## config.mk

```make
export PLATFORM = sky130hd
export DESIGN_NAME = a2_burst_inserter
export DESIGN_NICKNAME = d
export VERILOG_FILES = /design/src/rtl/a2i_pkg.sv /design/src/rtl/a2i_locate.sv /design/src/rtl/a2i_burst.sv /design/src/rtl/a2i_mod.sv /design/src/rtl/a2_burst_inserter.sv
export SDC_FILE = /design/constraint.sdc
export NUM_CORES = 1
export LEC_CHECK = 0
export BUFFER_PORTS_ARGS = -buffer_cell sky130_fd_sc_hd__buf_2
export CAP_MARGIN = 20
export CELL_PAD_IN_SITES_DETAIL_PLACEMENT = 1
export CELL_PAD_IN_SITES_GLOBAL_PLACEMENT = 1
export CORE_UTILIZATION = 34
export CTS_CLUSTER_SIZE = 25
export DETAILED_ROUTE_END_ITERATION = 8
export PLACE_DENSITY = 0.8
export SYNTH_ARGS = -nofsm -noshare
export SYNTH_HDL_FRONTEND = slang
export SYNTH_SLANG_ARGS = --single-unit
export TNS_END_PERCENT = 1
```

## constraint.sdc

```tcl
create_clock -name clk -period 1.7 [get_ports clk]
set_input_delay 0.17 -clock clk [delete_from_list [all_inputs] [get_ports clk]]
set_output_delay 0.17 -clock clk [all_outputs]
set_load 0.03 [all_outputs]
```

## src/rtl/a2i_pkg.sv

```systemverilog
package a2i_pkg;
    localparam int A2I_DW = 8;
    localparam int A2I_CW = 5;

    typedef logic [A2I_DW-1:0] byte_t;
    typedef logic [A2I_CW-1:0] cnt_t;

    typedef struct packed {
        logic busy;
        cnt_t left;
    } burst_t;

    localparam burst_t BURST_IDLE = '{busy: 1'b0, left: '0};

    function automatic byte_t a2i_flip(input byte_t b, input logic en);
        return en ? ~b : b;
    endfunction
endpackage

```

## src/rtl/a2i_locate.sv

```systemverilog
module a2i_locate (
    input  logic clk,
    input  logic rst,
    input  logic sof,
    input  logic a2_byte,
    output logic a2_first
);
    logic seen_q;

    assign a2_first = a2_byte && (sof || !seen_q);

    always_ff @(posedge clk) begin
        if (rst)
            seen_q <= 1'b0;
        else if (sof)
            seen_q <= a2_byte;
        else
            seen_q <= seen_q | a2_byte;
    end
endmodule

```

## src/rtl/a2i_burst.sv

```systemverilog
module a2i_burst
    import a2i_pkg::*;
(
    input  logic clk,
    input  logic rst,
    input  logic trig,
    input  cnt_t burst_len,
    input  logic a2_first,
    output logic busy,
    output cnt_t left,
    output logic hit
);
    burst_t st_q, st_d;

    assign hit  = st_q.busy && a2_first;
    assign busy = st_q.busy;
    assign left = st_q.left;

    always_comb begin
        st_d = st_q;
        if (!st_q.busy) begin
            if (trig) begin
                st_d.busy = 1'b1;
                st_d.left = burst_len;
            end
        end else if (hit) begin
            if (st_q.left == '0)
                st_d = BURST_IDLE;
            else
                st_d.left = st_q.left - 1'b1;
        end
    end

    always_ff @(posedge clk) begin
        if (rst)
            st_q <= BURST_IDLE;
        else
            st_q <= st_d;
    end
endmodule

```

## src/rtl/a2i_mod.sv

```systemverilog
module a2i_mod
    import a2i_pkg::*;
(
    input  logic  clk,
    input  logic  rst,
    input  byte_t din,
    input  logic  hit,
    output byte_t dout
);
    always_ff @(posedge clk) begin
        if (rst)
            dout <= '0;
        else
            dout <= a2i_flip(din, hit);
    end
endmodule

```

## src/rtl/a2_burst_inserter.sv

```systemverilog
module a2_burst_inserter
    import a2i_pkg::*;
(
    input  logic       clk,
    input  logic       rst,
    input  logic [7:0] din,
    input  logic       sof,
    input  logic       a2_byte,
    input  logic [4:0] burst_len,
    input  logic       trig,
    output logic [7:0] dout,
    output logic       busy
);
    logic a2_first;
    logic hit;
    cnt_t left_cnt;

    a2i_locate u_loc (
        .clk      (clk),
        .rst      (rst),
        .sof      (sof),
        .a2_byte  (a2_byte),
        .a2_first (a2_first)
    );

    a2i_burst u_ctl (
        .clk       (clk),
        .rst       (rst),
        .trig      (trig),
        .burst_len (burst_len),
        .a2_first  (a2_first),
        .busy      (busy),
        .left      (left_cnt),
        .hit       (hit)
    );

    a2i_mod u_mod (
        .clk  (clk),
        .rst  (rst),
        .din  (din),
        .hit  (hit),
        .dout (dout)
    );
endmodule

```

---- After elaboration in Yosys (flattened, before gate mapping) ----
Cells that the tools add are included.
word-level totals
  flip-flop bits (word level) ............. 15
  bits in latches ......................... 0
  RAM bits ................................ 0
  ROM bits ................................ 0
  bits of input ports ..................... 18
  output and inout bits ................... 9
  logic and storage cells ................. 22
  memories ................................ 0
cells by class
  $add $sub $neg .......................... 1
  $mul .................................... 0
  div/mod/pow operators ................... 0
  $lt $le $gt $ge ......................... 0
  eq/ne operators ......................... 1
  shift operators ......................... 0
  muxes and demuxes ....................... 7
  bitwise logic cells ..................... 2
  reduce and logical (&&, ||, !) cells .... 7
operators by type and width
  operator             number
  $mux 6               3
  $mux 8               1
  $not 8->8            1
  $logic_not 5->1      1
  $mux 5               1
  $sub 5x1->5 const B  1
  $logic_and 1x1->1    2
  $mux 1               2
  $ne 2x1->1 const B   1
  $reduce_and 2->1     1
  $reduce_bool 2->1    1
  $logic_not 1->1      1
  $logic_or 1x1->1     1
  $or 1x1->1           1

---- Depth between registers and ports, before layout ----
Gate-level depths: netlist of the first run.
  depth in word-level cells ............... 6
  gate-level depth with buffers ........... 6

---- By module ----
Synthesis of the first run repeated with hierarchy kept, for this count alone.
unflattened totals
  cells, all modules ...................... 72
  area total of the unflattened synthesis .. 686.9 um^2
by module, submodules not included
  module      instances  cells an instance  area each (um^2)  seq. area each (um^2)
  a2i_burst   1          41                 356.6             120.1
  a2i_mod     1          26                 275.3             160.2
  a2i_locate  1          5                  55.1              20.0

---- Worst setup path before layout of the first run ----
Ideal clock, no wire load.
  path type ............................... register -> register
  from .................................... register u_ctl.st_q (netlist bit u_ctl.busy)
  to ...................................... register u_ctl.st_q (netlist bit u_ctl.left[0])
  setup time .............................. 0.121 ns
  arrival ................................. 1.159 ns
  required time ........................... 1.579 ns
  slack ................................... 0.420 ns
  stages on the path, launching flop included .. 5
  path buffers ............................ 0
  cell sequence ........................... dfxtp_1 -> nand2_2 -> or2_4 -> nand3_1 -> a31oi_1
on the way
  word-level cells in the longest chain between the ends .. 3
  elaborated cells on any way between the ends .. 5
  classes of those cells .................. 1 x eq/ne; 1 x mux; 3 x reduce/logical
RTL lines
  what                        RTL line         source
  from (decl)                 a2i_burst.sv:13  burst_t st_q, st_d;
  from (signal assigned)      a2i_burst.sv:38  st_q <= st_d;
  $logic_and 1x1->1           a2i_burst.sv:15  assign hit = st_q.busy && a2_first;
  $ne 2x1->1 (no line)        --
  $reduce_and 2->1 (no line)  --
Parallel ways exist; a longest one is shown, timed or not.
A chain may end at the register's enable or synchronous reset.

---- Worst setup path in the final report of the first run ----
  from .................................... register u_ctl.st_q (netlist bit u_ctl.left[0])
  to ...................................... register u_ctl.st_q (netlist bit u_ctl.left[1])
on the way
  word-level cells in the longest chain between the ends .. 4
  elaborated cells on any way between the ends .. 5
  classes of those cells .................. 1 x add/sub; 3 x mux; 1 x reduce/logical
RTL lines
  what                                            RTL line                          source
  $sub 5x1->5 or $logic_not 5->1 (tied branches)  a2i_burst.sv:30, a2i_burst.sv:27
  $mux 5 *                                        a2i_burst.sv:27                   if (st_q.left == '0)
  $mux 6 *                                        a2i_burst.sv:26                   end else if (hit) begin
  $mux 6 *                                        a2i_burst.sv:21                   if (!st_q.busy) begin
Mark *: on every way between the ends. The rest lies on a longest branch, timed or not. The select of a mux whose other input is x is not followed.

==> results of run 1 <==
## synth_stat cells (all sizes together)
master	count
clkinv	1
clkbuf	1
nor2	12
nand3	5
nand2b	1
nor3b	1
a31oi	3
dfxtp	15
inv	2
nor3	2
nor4b	1
xnor2	8
xor2	3
a211oi	1
or2	1
a21oi	2
ha	2
nor2b	1
and2b	1
nand2	7
a22oi	2
## metal layers
layer,vias up,track usage,share of wire
li1,296,-,-
met1,286,0.180,0.42
met2,20,0.270,0.50
met3,2,0.0340,0.065
met4,0,0.0500,0.0072
met5,-,0,0
## critical path, delay by kind of cell (launching register included)
kind	cells	cell delay (ps)
DFF	1	360
adders and majority gates	1	510
AOI/OAI and AO/OA	2	240
buffers and inverters	2	140
## registers in the layout (all words and copies together), names as in the netlist
register	count
u_ctl.left	5
u_mod.dout	8
u_ctl.busy	1
u_loc.seen_q	1
## cell type report
class / instances / area [um^2]
inverter: 3 / 37.5
sequential: 15 / 300
timing repair buffer: 26 / 130
tap: 27 / 33.8
clock buffer: 4 / 26.3
multi-input combinational: 53 / 377
fill: 250 / 1080
## stage by stage
step	util	instances
6_report	0.456	128
3_5_place_dp	0.443	124
2_1_floorplan	-	72
5_1_grt	0.456	128
4_1_cts	0.456	128
3_3_place_gp	0.443	124
## worst paths after layout
check / to / cells past startpoint / startpoint
worst min register to register: u_ctl.left[1] / 2 / u_ctl.left[1]
worst max-delay path: u_ctl.left[1] / 5 / u_ctl.left[0]
worst max register to register: u_ctl.left[1] / 5 / u_ctl.left[0]
worst min-delay path: u_loc.seen_q / 3 / a2_byte
## where the power goes
| part | switching (mW) | internal (mW) | total [mW] |
|---|---|---|---|
| Clock | 0.108 | 0.0910 | 0.199 |
| Combinational | 0.131 | 0.0975 | 0.229 |
| Sequential | 0.0208 | 0.381 | 0.402 |
## kinds of logic (layout without fill, tap and decap cells)
family,Yosys count,in the layout,synth area share
AND/OR/NAND/NOR,32,32,0.284
flip-flops,15,15,0.418
XOR/XNOR,11,11,0.134
adder cells (fa/ha/maj),2,2,0.0348
AO/OA/AOI/OAI,8,8,0.0714
buffers and inverters,4,33,0.0575
==> summary.json, run 1 <==
{
  "status": {
    "outcome": "finished clean"
  },
  "clock_network": {
    "tritoncts_clock_tree": "yes",
    "cts.htree.levels": 1,
    "postcts_setup_bufs": 0,
    "clk_transition_reported_paths_ps": 90,
    "worst_skew_pair.late_latency_ps": 280,
    "cts_resized": 0,
    "clk_path_buf_depth": 2,
    "cts.sink_count": 15,
    "root_buffer": "sky130_fd_sc_hd__clkbuf_4",
    "cts_hold_repair.buffers": 0,
    "cts_inserted_buffers": 3
  },
  "run": {
    "drv_cap": 0
  },
  "route": {
    "drt-total-wl_um": 1520,
    "wl_per_cell_um": 11.9,
    "vias_per_cell": 4.72,
    "route.detailed.drc": 0,
    "dr_total_vias": 604,
    "drt-initial-drc-count": 3,
    "drt-pass1-iter-count": 3,
    "antenna_left": 0
  },
  "setup_path": {
    "r2r_setup_slack_ps": 340,
    "critical_path_class": "reg -> reg",
    "crit_path_cell_trace": "inv_1 > ha_1 > clkinv_16 > a22oi_1 > a21oi_1",
    "critical-path-slowest-cell": "sky130_fd_sc_hd__ha_1",
    "worst_endpoint_required_time_ps": 1870,
    "critPathMaxStageDelay_ps": 510,
    "worstPathMaxFanout": 3,
    "crit_path_end_kind": "register",
    "arrival_ps": 1520,
    "setup.worst_path.start_class": "register"
  },
  "floorplanning": {
    "num_io_pins": 27,
    "die_h_um": 48.0,
    "initial_utilization": 0.362,
    "die_area_um2": 2300,
    "die_w_um": 48.0,
    "row_count": 16,
    "design.core.area_um2": 1980
  },
  "synth": {
    "syn-mean-instance-area_um2": 9.97,
    "syn_area_um2": 718,
    "ys_warn_count": 0,
    "synth_area_leader_cell": "sky130_fd_sc_hd__dfxtp_1",
    "synth.top_cell.area_share": 0.418,
    "yosysSeqAreaShare": 0.418,
    "syn-instance-count": 72,
    "synth.top_cells.by_area": "sky130_fd_sc_hd__dfxtp_1 (42%), sky130_fd_sc_hd__xnor2_1 (9.8%), sky130_fd_sc_hd__nor2_1 (5.7%), sky130_fd_sc_hd__clkinv_16 (4.2%), sky130_fd_sc_hd__xor2_1 (3.7%)",
    "synthDistinctLibCells": 24,
    "synthesis.nets": 92,
    "yosys_register_bits": 15
  },
  "sta": {
    "tightest_slew_ps": 408,
    "maxSlewViolCount": 0,
    "setup_violations": 0,
    "timing.final.crit_share": 0.798,
    "minimum_clock_period_ps": 1360,
    "setup_total_negative_slack_ps": 0,
    "final.setup.worst_slack_ps": 343,
    "maximum_clock_frequency_ghz": 0.737,
    "final_hold_viol_count": 0,
    "slew_hr": 0.728,
    "setup_repair_after_global_routing_missed_its_margin": "false",
    "worst_hold_check_slack_ps": 127,
    "skew_ps": 7.81
  },
  "layout": {
    "area.growth.synth_to_final_pct": 26.0,
    "final_cell_area_excluding_filler_cells_um2": 905,
    "insertedDiodeCount": 0,
    "finish.net_count": 122,
    "layout.cells.most_common": "sky130_fd_sc_hd__buf_2",
    "drive_above_1_share": 0.366,
    "most_frequent_cells_in_the_layout": "sky130_fd_sc_hd__buf_2 (26), sky130_fd_sc_hd__dfxtp_1 (15), sky130_fd_sc_hd__nor2_1 (11)"
  },
  "place": {
    "hpwlAfterDp_um": 1190,
    "dp_worst_slack_ps": 337,
    "placedInstanceArea_um2": 878,
    "gp_congestion": 0.756,
    "port_buffers": 26
  },
  "power_and_ir_drop": {
    "pnr_total_power_mw": 0.829,
    "power_density_nw_per_um2": 917,
    "max-vdd-ir-drop_mv": 0.389,
    "p_leak_nw": 0.392
  },
  "min_path": {
    "min_path_type": "in -> reg"
  },
  "grt": {
    "number_of_global_route_vias_before_repair": 585,
    "grt_use_total": 0.152,
    "grt_start_max_net_pins": 16,
    "gr-total-overflow": 0,
    "grt_antenna_before_repair": 0,
    "wire_length_of_the_first_global_routing_pass_um": 2410
  }
}
No activity file was read; power rests on OpenSTA's default activity.
==> run 2: changes to the inputs <==
==> constraint.sdc (replaced) <==
create_clock -name clk -period 1.4 [get_ports clk]
set_input_delay 0.14 -clock clk [delete_from_list [all_inputs] [get_ports clk]]
set_output_delay 0.14 -clock clk [all_outputs]
set_load 0.03 [all_outputs]
==> run 2 against run 1 <==
Routed wire length increased by 1.3%; flip-flop and latch count unchanged; clock skew fell by 4.0 ps; worst setup slack worse by 270 ps; cell area rose by 5.4%; global-route usage shrank 0.23 points; sequential share of layout area down 1.4 points; die area did not move; via count fell by 1.7%; total power rose by 28%.
==> summary.json, run 2 (synthesized netlist as in run 1, its figures left out) <==
{
  "route": {
    "antenna_left": {"value": 0, "change": "unchanged"},
    "dr_total_vias": {"value": 594, "change": "-1.7%"},
    "drt-total-wl": {"value": 1540, "unit": "um", "change": "+1.3%"},
    "drt-initial-drc-count": {"value": 4, "change": "+1"},
    "wl_per_cell": {"value": 11.8, "unit": "um", "change": "-0.31%"},
    "drt-pass1-iter-count": {"value": 3, "change": "unchanged"},
    "route.detailed.drc": {"value": 0, "change": "unchanged"},
    "vias_per_cell": {"value": 4.57, "change": "-3.2%"}
  },
  "sta": {
    "final_hold_viol_count": {"value": 0, "change": "unchanged"},
    "timing.final.crit_share": {"value": 0.951, "change": "+0.153"},
    "tightest_slew": {"value": 417, "unit": "ps", "change": "+9.59 ps"},
    "maxSlewViolCount": {"value": 0, "change": "unchanged"},
    "final.setup.worst_slack": {"value": 68.8, "unit": "ps", "change": "-274 ps"},
    "minimum_clock_period": {"value": 1330, "unit": "ps", "change": "-25.9 ps"},
    "slew_hr": {"value": 0.721, "change": "-0.00641"},
    "worst_hold_check_slack": {"value": 87.3, "unit": "ps", "change": "-39.7 ps"},
    "setup_violations": {"value": 0, "change": "unchanged"},
    "setup_total_negative_slack": {"value": 0, "unit": "ps", "change": "unchanged"},
    "maximum_clock_frequency": {"value": 0.751, "unit": "GHz", "change": "+1.9%"},
    "skew": {"value": 3.80, "unit": "ps", "change": "-4.00 ps"}
  },
  "grt": {
    "gr-total-overflow": {"value": 0, "change": "unchanged"},
    "grt_use_total": {"value": 0.150, "change": "-0.00232"},
    "number_of_global_route_vias_before_repair": {"value": 550, "change": "-6.0%"},
    "wire_length_of_the_first_global_routing_pass": {"value": 2240, "unit": "um", "change": "-7.2%"},
    "grt_antenna_before_repair": {"value": 0, "change": "unchanged"},
    "grt_start_max_net_pins": {"value": 16, "change": "unchanged"}
  },
  "min_path": {
    "whs_path_depth": {"value": 3, "change": "unchanged"},
    "min-delay-start": "a2_byte",
    "min_path_type": "in -> reg"
  },
  "setup_path": {
    "critical_path.endpoint": "u_ctl.left[4]",
    "critPathMaxStageDelay": {"value": 360, "unit": "ps", "change": "-150 ps"},
    "launch_point_of_the_worst_path": "u_ctl.left[0]",
    "arrival": {"value": 1550, "unit": "ps", "change": "+30 ps"},
    "worst_endpoint_required_time": {"value": 1620, "unit": "ps", "change": "-250 ps"},
    "r2r_setup_slack": {"value": 70, "unit": "ps", "change": "-270 ps"},
    "r2r_end": "u_ctl.left[4]",
    "critical_path_buf_inv_count": {"value": 1, "change": "-1"},
    "crit_path_cell_trace": "inv_2 > ha_4 > nor4b_4 > nor3_4 > nand2_1 > a31oi_1",
    "worstPathMaxFanout": {"value": 5, "change": "+2"},
    "crit_path_end_kind": "register",
    "setup.worst_path.start_class": "register",
    "critical-path-slowest-cell": "sky130_fd_sc_hd__dfxtp_2",
    "worstSetupPathDepth": {"value": 6, "change": "+1"},
    "critical_path.top_delay_family": "simple AND/OR/NAND/NOR gates",
    "crit-reg2reg-launch": "u_ctl.left[0]",
    "rr_worst_depth": {"value": 6, "change": "+1"},
    "critical_path_class": "reg -> reg"
  },
  "clock_network": {
    "tritoncts_clock_tree": "yes",
    "worst_skew_pair.late_latency": {"value": 290, "unit": "ps", "change": "about the same"},
    "root_buffer": "sky130_fd_sc_hd__clkbuf_4",
    "cts_inserted_buffers": {"value": 3, "change": "unchanged"},
    "cts.htree.levels": {"value": 1, "change": "unchanged"},
    "clk_transition_reported_paths": {"value": 100, "unit": "ps", "change": "about the same"},
    "cts.sink_count": {"value": 15, "change": "unchanged"},
    "clk_path_buf_depth": {"value": 2, "change": "unchanged"}
  },
  "layout": {
    "area.growth.synth_to_final_pct": 32.8,
    "largest_register_ff_count": {"value": 8, "change": "unchanged"},
    "finish.net_count": {"value": 124, "change": "+1.6%"},
    "layout.cells.most_common": "sky130_fd_sc_hd__buf_2",
    "insertedDiodeCount": {"value": 0, "change": "unchanged"},
    "fin_util": {"value": 0.481, "change": "+0.0246"},
    "most_frequent_cells_in_the_layout": "sky130_fd_sc_hd__buf_2 (26), sky130_fd_sc_hd__dfxtp_1 (13), sky130_fd_sc_hd__nor2_1 (11)",
    "layout.filler_cells": {"value": 245, "change": "-2.0%"},
    "largest-register": "u_mod.dout",
    "final_cell_area_excluding_filler_cells": {"value": 953, "unit": "um^2", "change": "+5.4%"},
    "drive_above_1_share": {"value": 0.447, "change": "+0.0803"},
    "post_route_non_filler_standard_cell_count": {"value": 130, "change": "+1.6%"}
  },
  "power_and_ir_drop": {
    "pnr_total_power": {"value": 1.06, "unit": "mW", "change": "+28%"},
    "power_density": {"value": 1110, "unit": "nW/um^2", "change": "+21%"},
    "p_leak": {"value": 0.412, "unit": "nW", "change": "+4.9%"},
    "max-vdd-ir-drop": {"value": 0.709, "unit": "mV", "change": "+82%"}
  },
  "floorplanning": {
    "design.core.area": {"value": 1980, "unit": "um^2", "change": "unchanged"},
    "die_h": {"value": 48.0, "unit": "um", "change": "unchanged"},
    "die_area": {"value": 2300, "unit": "um^2", "change": "unchanged"},
    "initial_utilization": {"value": 0.362, "change": "unchanged"},
    "die_w": {"value": 48.0, "unit": "um", "change": "unchanged"},
    "row_count": {"value": 16, "change": "unchanged"},
    "num_io_pins": {"value": 27, "change": "unchanged"}
  },
  "place": {
    "dp_worst_slack": {"value": 91.2, "unit": "ps", "change": "-246 ps"},
    "gp_congestion": {"value": 0.809, "change": "+6.9%"},
    "placed_cells_incl_taps": {"value": 125, "change": "+0.81%"},
    "port_buffers": {"value": 26, "change": "unchanged"},
    "placedInstanceArea": {"value": 898, "unit": "um^2", "change": "+2.3%"},
    "hpwlAfterDp": {"value": 1150, "unit": "um", "change": "-3.0%"}
  },
  "run": {
    "drv_cap": {"value": 0, "change": "unchanged"}
  },
  "status": {
    "outcome": "finished clean"
  }
}
## run 2: changes by cell type in the layout (fill, tap and decap cells not counted), moves of 2 or more
cell,before,now
sky130_fd_sc_hd__inv_1,2,0
sky130_fd_sc_hd__inv_2,0,2
sky130_fd_sc_hd__dfxtp_1,15,13
sky130_fd_sc_hd__dfxtp_2,0,2
## run 2: worst min path at each step
stage                          endpoint  slack [ps]
after floorplan           u_ctl.left[1]         210
after global placement    u_mod.dout[2]         380
after detailed placement  u_mod.dout[1]         400
after CTS                 u_mod.dout[1]          80
after global routing      u_mod.dout[0]          90
final                      u_loc.seen_q          90
## run 2: repair_timing
action                     in CTS  in global routing
hold buffers                    0                  0
setup buffers                   0                  1
resized for setup               0                  7
setup endpoints to repair       0                  4
## run 2: final cells by class
cell class	instances	area [um^2]	share of cell area
multi-input cells	53	394	0.413
flip-flops and latches	15	303	0.318
repair buffers	28	158	0.165
inverters	3	37.5	0.0394
well taps	27	33.8	0.0354
clock buffers	3	22.5	0.0236
clock inverters	1	5.00	0.00525
## run 2: worst reg2reg max path, delay by kind of cell (launching register included)
family	cells	cell delay [ps]
AND/OR/NAND/NOR	3	530
AO/OA/AOI/OAI	1	160
adder cells (fa/ha/maj)	1	150
flip-flops	1	360
buffers and inverters	1	60
## run 2: routing by layer
metal | track usage | wire length (um) | vias up
li1 | - | - | 298
met1 | 0.141 | 636 | 274
met2 | 0.284 | 794 | 20
met3 | 0.0792 | 93 | 2
met4 | 0.0333 | 14 | 0
met5 | 0 | 0 | -
## run 2: power by group
part	total [mW]	internal, mW	switching (mW)	leakage (nW)
logic	0.314	0.145	0.169	0.269
clock network	0.257	0.106	0.150	0.0177
registers	0.491	0.464	0.0268	0.125
total	1.06	0.716	0.346	0.412
